--- src/rtl/wsbus_pkg.sv ---
package wsbus_pkg;

  typedef enum logic {
    ST_IDLE   = 1'b0,
    ST_ACCESS = 1'b1
  } wsbus_state_e;

  // Region number of an address: the bits above the region span.
  function automatic int unsigned region_of(input int unsigned addr,
                                            input int unsigned span_w);
    return addr >> span_w;
  endfunction

  // True when the wait counter has reached its last allowed sample.
  function automatic logic wait_at_limit(input int unsigned cnt,
                                         input int unsigned limit);
    return (cnt + 1) >= limit;
  endfunction

endpackage

--- src/rtl/wsbus_decode.sv ---
module wsbus_decode #(
  parameter int ADDR_W  = 6,
  parameter int SPAN_W  = 4,
  parameter int NUM_SEL = 3
) (
  input  logic [ADDR_W-1:0]  addr,
  output logic [NUM_SEL-1:0] cs,
  output logic               hit
);
  import wsbus_pkg::*;

  localparam int IDX_W = ADDR_W - SPAN_W;

  logic [IDX_W-1:0] idx;
  assign idx = addr[ADDR_W-1:SPAN_W];

  for (genvar i = 0; i < NUM_SEL; i++) begin : g_region
    assign cs[i] = (idx == IDX_W'(i));
  end

  assign hit = |cs;

endmodule

--- src/rtl/wsbus_wait_ctr.sv ---
module wsbus_wait_ctr #(
  parameter int MAX_WAIT = 4
) (
  input  logic clk,
  input  logic rst_n,
  input  logic clear,
  input  logic count_en,
  output logic expire
);
  import wsbus_pkg::*;

  localparam int CNT_W = $clog2(MAX_WAIT + 1);

  logic [CNT_W-1:0] cnt;

  assign expire = count_en && wait_at_limit(int'(cnt), MAX_WAIT);

  always_ff @(posedge clk or negedge rst_n) begin
    if (!rst_n) begin
      cnt <= '0;
    end else if (clear) begin
      cnt <= '0;
    end else if (count_en && !expire) begin
      cnt <= cnt + 1'b1;
    end
  end

endmodule

--- src/rtl/wsbus_strobe.sv ---
module wsbus_strobe (
  input  logic clk,
  input  logic rst_n,
  input  logic active,
  input  logic write,
  output logic rd_q,
  output logic wr_q
);

  // Strobes change on the falling edge, half a clock after the address.
  always_ff @(negedge clk or negedge rst_n) begin
    if (!rst_n) begin
      rd_q <= 1'b0;
      wr_q <= 1'b0;
    end else begin
      rd_q <= active && !write;
      wr_q <= active && write;
    end
  end

endmodule

--- src/rtl/wsbus_master.sv ---
module wsbus_master #(
  parameter int ADDR_W   = 6,
  parameter int DATA_W   = 8,
  parameter int SPAN_W   = 4,
  parameter int NUM_SEL  = 3,
  parameter int MAX_WAIT = 4
) (
  input  logic               clk,
  input  logic               rst_n,
  input  logic               cmd_valid,
  output logic               cmd_ready,
  input  logic               cmd_write,
  input  logic [ADDR_W-1:0]  cmd_addr,
  input  logic [DATA_W-1:0]  cmd_wdata,
  output logic               rsp_done,
  output logic [DATA_W-1:0]  rsp_rdata,
  output logic               rsp_err,
  output logic [ADDR_W-1:0]  bus_addr,
  output logic [DATA_W-1:0]  bus_wdata,
  output logic               bus_rd,
  output logic               bus_wr,
  output logic [NUM_SEL-1:0] bus_cs,
  input  logic               bus_wait,
  input  logic [DATA_W-1:0]  bus_rdata
);
  import wsbus_pkg::*;

  wsbus_state_e state;

  logic [ADDR_W-1:0]  addr_q;
  logic [DATA_W-1:0]  wdata_q;
  logic               write_q;
  logic               hit_q;
  logic [NUM_SEL-1:0] cs_q;

  logic [NUM_SEL-1:0] cs_dec;
  logic               hit_dec;
  logic               rd_q, wr_q;
  logic               expire;

  // Named internal events
  logic accept;
  logic sample_edge;
  logic strobe_on;
  logic finish_ok;
  logic finish_unmapped;
  logic timeout_hit;
  logic finish;

  wsbus_decode #(
    .ADDR_W (ADDR_W),
    .SPAN_W (SPAN_W),
    .NUM_SEL(NUM_SEL)
  ) u_dec (
    .addr(cmd_addr),
    .cs  (cs_dec),
    .hit (hit_dec)
  );

  wsbus_wait_ctr #(
    .MAX_WAIT(MAX_WAIT)
  ) u_wait (
    .clk     (clk),
    .rst_n   (rst_n),
    .clear   (accept),
    .count_en(sample_edge && hit_q && bus_wait),
    .expire  (expire)
  );

  wsbus_strobe u_stb (
    .clk   (clk),
    .rst_n (rst_n),
    .active((state == ST_ACCESS) && hit_q),
    .write (write_q),
    .rd_q  (rd_q),
    .wr_q  (wr_q)
  );

  assign accept          = (state == ST_IDLE) && cmd_valid;
  assign sample_edge     = (state == ST_ACCESS);
  assign strobe_on       = bus_rd || bus_wr;
  assign finish_ok       = sample_edge && hit_q && strobe_on && !bus_wait;
  assign finish_unmapped = sample_edge && !hit_q;
  assign timeout_hit     = sample_edge && hit_q && bus_wait && expire;
  assign finish          = finish_ok || finish_unmapped || timeout_hit;

  always_ff @(posedge clk or negedge rst_n) begin
    if (!rst_n) begin
      state     <= ST_IDLE;
      addr_q    <= '0;
      wdata_q   <= '0;
      write_q   <= 1'b0;
      hit_q     <= 1'b0;
      cs_q      <= '0;
      rsp_done  <= 1'b0;
      rsp_err   <= 1'b0;
      rsp_rdata <= '0;
    end else begin
      rsp_done <= 1'b0;
      rsp_err  <= 1'b0;
      if (accept) begin
        state   <= ST_ACCESS;
        addr_q  <= cmd_addr;
        wdata_q <= cmd_wdata;
        write_q <= cmd_write;
        hit_q   <= hit_dec;
        cs_q    <= cs_dec;
      end else if (finish) begin
        state     <= ST_IDLE;
        cs_q      <= '0;
        rsp_done  <= 1'b1;
        rsp_err   <= finish_unmapped || timeout_hit;
        rsp_rdata <= (finish_ok && !write_q) ? bus_rdata : '0;
      end
    end
  end

  assign cmd_ready = (state == ST_IDLE);
  assign bus_addr  = addr_q;
  assign bus_wdata = wdata_q;
  assign bus_cs    = cs_q;
  assign bus_rd    = rd_q && sample_edge;
  assign bus_wr    = wr_q && sample_edge;

endmodule

--- config.mk ---
export PLATFORM = sky130hd
export DESIGN_NAME = wsbus_master
export DESIGN_NICKNAME = d
export VERILOG_FILES = /design/src/rtl/wsbus_pkg.sv /design/src/rtl/wsbus_decode.sv /design/src/rtl/wsbus_wait_ctr.sv /design/src/rtl/wsbus_strobe.sv /design/src/rtl/wsbus_master.sv
export SDC_FILE = /design/constraint.sdc
export NUM_CORES = 1
export LEC_CHECK = 0
export BUFFER_PORTS_ARGS = -buffer_cell sky130_fd_sc_hd__buf_2
export CORE_MARGIN = 1
export CORE_UTILIZATION = 42
export DETAILED_ROUTE_END_ITERATION = 12
export GPL_ROUTABILITY_DRIVEN = 0
export PLACE_DENSITY = 0.71
export SETUP_SLACK_MARGIN = 0.2
export SLEW_MARGIN = 40
export SYNTH_ARGS = -nofsm -noshare
export SYNTH_HDL_FRONTEND = slang
export SYNTH_SLANG_ARGS = --single-unit
--- constraint.sdc ---
create_clock -name clk -period 1.4 [get_ports clk]
set_input_delay 0.07 -clock clk [delete_from_list [all_inputs] [get_ports clk]]
set_output_delay 0.07 -clock clk [all_outputs]
set_load 0.03 [all_outputs]
## Yosys cells after proc, flatten, opt, wreduce, memory -nomap -nowiden

Index checks and enable logic that the tools add are counted.

- Memory bits (read-only): 0
- Flip-flop bits (word level): 35
- Logic and storage cells: 57
- Bits of input ports: 27
- Memories: 0
- Latch bits: 0
- RAM bits: 0

- Multipliers: 0
- Div/mod/pow operators: 0
- Reductions and logical operators: 27
- Bitwise logic cells: 2
- Shift operators: 0
- Equality and inequality tests: 2
- Muxes and demuxes: 11
- $add $sub $neg: 2
- Magnitude comparators: 1

Operators with widths:

| operator | number |
|---|---|
| greater-or-equal comparator 32 x 3 -> 1 bit (second input constant) | 1 |
| logical AND 1 bit | 14 |
| 2-to-1 mux 3 bit | 4 |
| 2-to-1 mux 8 bit | 1 |
| 2-to-1 mux 1 bit | 6 |
| adder 3 x 1 -> 4 bit (second input constant) | 1 |
| zero test 1 bit | 4 |
| logical OR 1 bit | 4 |
| nonzero test 2 bit | 2 |
| adder 3 x 1 -> 3 bit (second input constant) | 1 |
| OR reduction 3 bit | 1 |
| equality test 2 x 1 -> 1 bit (second input constant) | 1 |
| equality test 2 bit (second input constant) | 1 |
| zero test 2 bit | 1 |
| inverter 1 bit | 2 |
| AND reduction 2 bit | 1 |

## Longest topological paths before layout

Gate-level depths: netlist of run 1.

- Depth after elaboration: 8
- Depth in mapped cells: 6
- Mapped depth without buffers: 5

## Hierarchy

Synthesis of run 1 repeated with hierarchy kept, for this count alone.

- Cells, all modules: 115
- Area total of the unflattened synthesis: 1,503.9 um^2

Modules (own cells, without submodules):

| module | area an instance (um^2) | instances | cells each | seq. area each (um^2) |
|---|---|---|---|---|
| wsbus_master | 1,224.9 | 1 | 87 | 750.7 |
| wsbus_wait_ctr | 190.2 | 1 | 20 | 75.1 |
| wsbus_strobe | 66.3 | 1 | 4 | 50.0 |
| wsbus_decode | 22.5 | 1 | 4 | 0.0 |

==> results.cfg, run 1 <==
[run_status]
status = finished, violations left
violations = setup timing

[synthesis]
synth_fp_nets = 160
syn_area_um2 = 1405
synth.area.top_cells = dfrtp_1 (59%), nand2_1 (14%), a22o_1 (5.0%)
seq_area_frac_synth = 0.6233
synth_ff_type = dfrtp_1
synth.ff_latch_count = 35
synth_edf_count = 0
synth.avg_cell_area_um2 = 10.64
ys_async_sr_fraction = 1.000
synthDistinctLibCells = 27
netlist_instances = 132
synth_area_leader_cell = dfrtp_1
yosys_warnings = 0
synth_top_area_frac = 0.5877

[final_layout]
fill_cells = 210
finalInstanceArea_um2 = 2475
drive_above_1_share = 0.5496
syn_to_final_growth_pct = 76.14
multi_input_comb_area_um2 = 633.1
stdcell_count = 286
ff_latch_area_um2 = 875.8
fin_nets = 269
diodes = 0

[pwr]
p_per_area_nw_per_um2 = 2167
max-vdd-ir-drop_mv = 1.331
p_total_w = 0.005362
p_leak_nw = 1.299

[clock_network]
cts_buffers = 5
cts-htree-levels = 2
cts.clk_slew.worst_paths_ns = 0.11
ctsHoldBuffers = 24
cts-root-buf = clkbuf_4
cts_tree = yes
clock_latency_ns = 0.33
clock_sinks = 35
cts.path.max_buffers = 2

[setup_path]
worst-setup-path-type = reg2reg
cp-start-kind = flop
crit_chain = o21bai_2 > a21oi_2 > nor2_2 > buf_4 > a31o_2
crit_slowest_cell = dfrtn_1
crit_fanout = 4
cp-startpoint = u_stb.wr_q
cp_data_arrival_time_ns = 2.12
max_stage_delay_ns = 0.44
r2r-start = u_stb.wr_q
crit_required_ns = 1.63
critical_path.endpoint_type = flop

[placement]
port_buffers = 56
place_hpwl_mm = 2.248
post_dp_cell_area_um2 = 1819
placedCellCount = 240

[timing]
setup_viol = 19
final_max_slew_viol_count = 0
relSlewSlack = 0.7657
hold_viol_final = 0
layout_setup_ws_ns = -0.4806
worstMarginPinSlew_ns = 0.3515
rsz0062_at_grt = true
fin_setup_tns_ns = -6.789
fin_skew_ns = 0.01375

[run]
cap_violations = 0

[global_routing]
first_global_vias = 1351
grt_use_total = 0.2281
antenna_found_initial = 0
grt_pass1_wl_mm = 5.871
grt_max_degree = 28
gr-total-overflow = 0

[drt]
viasPerCell = 4.815
wl_per_cell_um = 15.07
ant_nets = 0
drc = 0
routed_wl_mm = 4.309
firstDrtPassIters = 4
first_iter_violations = 38
vias = 1377

[floorplanning]
num_rows = 20
num_io_pins = 57
design.die.area_um2 = 3581
fp.dieH_um = 59.84
start_util = 0.4528
die_x_um = 59.84
fp.coreArea_um2 = 3103

[min_path]
min-delay-start = bus_wait
worstHoldPathType = in2reg
-- cells in the mapped netlist, types with 2 or more instances --
cell type,number
dfrtn_1,2
nor2_1,4
a21oi_1,2
nor3b_1,2
a22o_1,8
mux2i_1,2
nand2_1,53
and2_1,3
dfrtp_1,33
buf_2,2
inv_1,3
a31o_2,3
-- state kept, by name, summed over array words and instances (netlist names) --
signal       flops
bus_addr         6
bus_cs           3
bus_wdata        8
hit_q            1
rsp_done         1
rsp_err          1
rsp_rdata        8
sample_edge      1
u_stb.rd_q       1
u_stb.wr_q       1
u_wait.cnt       3
write_q          1
-- logic make-up after synthesis --
logic type | Yosys count | synth area share
buffers and inverters | 8 | 0.03117
DFF | 35 | 0.6233
adders and majority gates | 1 | 0.008903
and+or+nand+nor | 68 | 0.2137
AOI/OAI and AO/OA | 18 | 0.1086
muxes | 2 | 0.01425
-- worst max-delay path: cells and delay by family, from the launching register on --
kind            cells  cell delay, ns
simple gates        1            0.06
compound gates      3            0.44
flops               1            0.44
buf+inv             1            0.15
-- metal layers --
layer  wire (µm)  track usage  vias to the layer above  share of wire
met5           0            0                        -              0
met4          37      0.06977                        0         0.0086
met3         162      0.05628                        4          0.038
met2        2285       0.3984                       36           0.53
met1        1823       0.2761                      681           0.42
li1            -            -                      656              -
-- what timing repair did --
item | 4_1_cts | 5_1_grt
hold endpoints to repair | 58 | 1
setup endpoints to repair | 36 | 38
gates cloned | 2 | 2
pin swaps | 7 | 26
gates resized for setup | 22 | 39
setup buffers | 2 | 8
-- path summary, 6_finish.rpt --
| path | end | cells after the start | slack, ns |
|---|---|---|---|
| max | bus_cs[0] | 5 | -0.48 |
| min | rsp_err | 3 | 0.006 |
| max reg2reg | bus_cs[0] | 5 | -0.48 |
| min reg2reg | bus_addr[4] | 2 | 0.48 |
| max in group asynchronous | u_stb.wr_q | 2 | 0.46 |
| min in group asynchronous | bus_cs[0] | 2 | 0.12 |
-- stage by stage --
step                  util  hold WS, ns  setup WS, ns
finish              0.7976     0.006168       -0.4806
global route        0.7976    -0.003661       -0.5238
CTS                 0.7278    -0.008931       -0.4683
detailed placement  0.5863     -0.06748       -0.5001
global placement    0.5863     -0.07267       -0.4682
floorplan                -      -0.2256       -0.4551
-- placed cells by master (no fill, tap or decap), drive strengths merged --
master / instances
nor2b: 1
o21bai: 1
a31o: 3
ha: 1
and3: 1
bufinv: 1
clkbuf: 7
dfrtn: 2
a21oi: 3
o21a: 1
dlygate4sd3: 24
a211oi: 1
nor3b: 3
a22o: 8
and2: 3
inv: 3
nor2: 5
clkinv: 1
buf: 81
a31oi: 1
mux2i: 2
nand2: 54
dfrtp: 33
nor3: 2
-- cell type report --
class / instances / share of cell area
tap: 44 / 0.02224
clock buffer: 6 / 0.02073
clock inverter: 2 / 0.01416
inverter: 3 / 0.007583
sequential: 35 / 0.3539
timing repair buffer: 106 / 0.3256
multi-input combinational: 90 / 0.2558
-- report_power, final --
group / total (W) / internal, W / switching (W)
clock network: 0.000757 / 0.000422 / 0.000335
logic: 0.00296 / 0.00124 / 0.00172
registers: 0.00165 / 0.00140 / 0.000245
Power figures use the tool's default switching activity.
==> run 2: changes to the inputs <==
--- a/config.mk
+++ b/config.mk
@@ -5,12 +5,12 @@
 export SDC_FILE = /design/constraint.sdc
 export NUM_CORES = 1
 export LEC_CHECK = 0
-export BUFFER_PORTS_ARGS = -buffer_cell sky130_fd_sc_hd__buf_2
 export CORE_MARGIN = 1
-export CORE_UTILIZATION = 42
+export CORE_UTILIZATION = 54
 export DETAILED_ROUTE_END_ITERATION = 12
+export DONT_BUFFER_PORTS = 1
 export GPL_ROUTABILITY_DRIVEN = 0
-export PLACE_DENSITY = 0.71
+export PLACE_DENSITY = 0.69
 export SETUP_SLACK_MARGIN = 0.2
 export SLEW_MARGIN = 40
 export SYNTH_ARGS = -nofsm -noshare
==> run 2 against run 1 <==
The run still ends with setup timing left. Combinational power down 35%. First-iteration DRC count down 66%. Clock power about the same. Critical path type unchanged.
==> results.cfg, run 2 (synthesis gave the netlist of run 1 again) <==
[drt]
wl_met1_mm = 1.466
ant_nets = 0
dr.max_layer_used = met4
firstDrtPassIters = 4
drc = 0
viasPerCell = 5.488
wl_per_cell_um = 18.71
routed_wl_mm = 4.060
routed-wl-met2_mm = 2.217
first_iter_violations = 13
vias = 1191
wl_met3_um = 277

[final_layout]
final_common_cell = nand2_1
finalInstanceArea_um2 = 2195
most-common-layout-cells = nand2_1 (35), dfrtp_1 (33), dlygate4sd3_1 (28)
syn_to_final_growth_pct = 56.19
diodes = 0
fin_nets = 214
drive_above_1_share = 0.3636

[setup_path]
crit_buf_inv = 1
r2r-start = u_stb.wr_q
crit_chain = o21bai_2 > a21oi_2 > nor2_2 > buf_6 > a22o_1
worst-setup-path-type = reg2reg
r2r-end = rsp_rdata[2]
reg2reg_slack_ns = -0.52
crit_required_ns = 1.62
cp-start-kind = flop
rr_worst_depth = 5
max_stage_delay_ns = 0.44
cp_data_arrival_time_ns = 2.14
critical_path.top_delay_family = compound AO/OA/AOI/OAI gates
crit_fanout = 9
crit_slowest_cell = dfrtn_1
critical_path.endpoint_type = flop

[clock_network]
cts-htree-levels = 2
cts.clk_slew.worst_paths_ns = 0.10
cts_tree = yes
cts-root-buf = clkbuf_4
cts_buffers = 5
cts.path.max_buffers = 2
clock_latency_ns = 0.34
clock_sinks = 35

[timing]
fin_setup_tns_ns = -7.131
rsz0062_at_grt = true
fin_skew_ns = 0.01802
layout_setup_ws_ns = -0.5187
setup_viol = 17
hold_viol_final = 0
fin_hold_ws_ns = 0.07996
relSlewSlack = 0.7641
worstMarginPinSlew_ns = 0.3531
final_max_slew_viol_count = 0

[global_routing]
antenna_found_initial = 0
first_global_vias = 1242
grt_max_degree = 34
gr-total-overflow = 0
grt_use_total = 0.2844
grt_pass1_wl_mm = 5.423

[floorplanning]
num_io_pins = 57
fp.dieH_um = 53.01
start_util = 0.5672
fp.coreArea_um2 = 2477
design.die.area_um2 = 2810
die_x_um = 53.01
num_rows = 18

[placement]
post_dp_cell_area_um2 = 1539
port_buffers = 0
place_hpwl_mm = 1.915

[min_path]
holdPathStages = 2
worstHoldPathType = in2reg
holdPathEnd = bus_cs[1]
min-delay-start = cmd_addr[4]

[run_status]
status = finished, violations left
violations = setup timing

[pwr]
p_per_area_nw_per_um2 = 2263
p_leak_nw = 1.083
max-vdd-ir-drop_mv = 1.706

[run]
cap_violations = 0
-- run 2: worst max path at each step --
stage / slack, ns / end / from / cells after the start
after floorplan: -0.46 / bus_cs[1] / u_stb.rd_q / 5
after global placement: -0.45 / rsp_rdata[1] / u_stb.wr_q / 5
after detailed placement: -0.54 / rsp_rdata[0] / u_stb.rd_q / 4
after CTS: -0.49 / bus_cs[2] / u_stb.rd_q / 5
after global routing: -0.54 / rsp_rdata[6] / u_stb.rd_q / 5
final: -0.52 / rsp_rdata[2] / u_stb.wr_q / 5
-- run 2: routing by layer --
layer,up-vias,global-route usage
met5,-,0
met4,0,0.1272
met3,12,0.1006
met2,56,0.5063
met1,582,0.2968
li1,541,-
-- run 2: repair_timing --
item,in CTS,in global routing
endpoints found under the hold margin,62,3
pin swaps,8,24
gates resized for setup,8,32
buffers inserted,7,2
endpoints found under the setup margin,21,25
hold buffers,27,2
gates cloned,0,2
-- run 2: area by class of cell --
class / instances / area (µm²)
clock buffers: 6 / 51.30
clock inverters: 2 / 35.03
fillers: 114 / 282.8
inverters: 3 / 16.27
multi-input cells: 89 / 626.9
flip-flops and latches: 35 / 875.8
well taps: 30 / 37.54
repair buffers: 52 / 551.8
-- run 2: power breakdown --
group          leakage, nW  internal, W  switching (W)
combinational        0.588     0.000960       0.000970
clock               0.0482     0.000422       0.000337
sequential           0.447      0.00140       0.000882
-- run 2: through the flow --
step | cells | worst slack, ns | util | power, W
after floorplan | 132 | -0.4551 | - | 0.003063
after global placement | 169 | -0.4503 | 0.6212 | 0.003440
after detailed placement | 169 | -0.5397 | 0.6212 | 0.003518
after CTS | 211 | -0.4903 | 0.8066 | 0.004569
after global routing | 217 | -0.5449 | 0.8859 | 0.005213
final | 217 | -0.5187 | 0.8859 | 0.004967
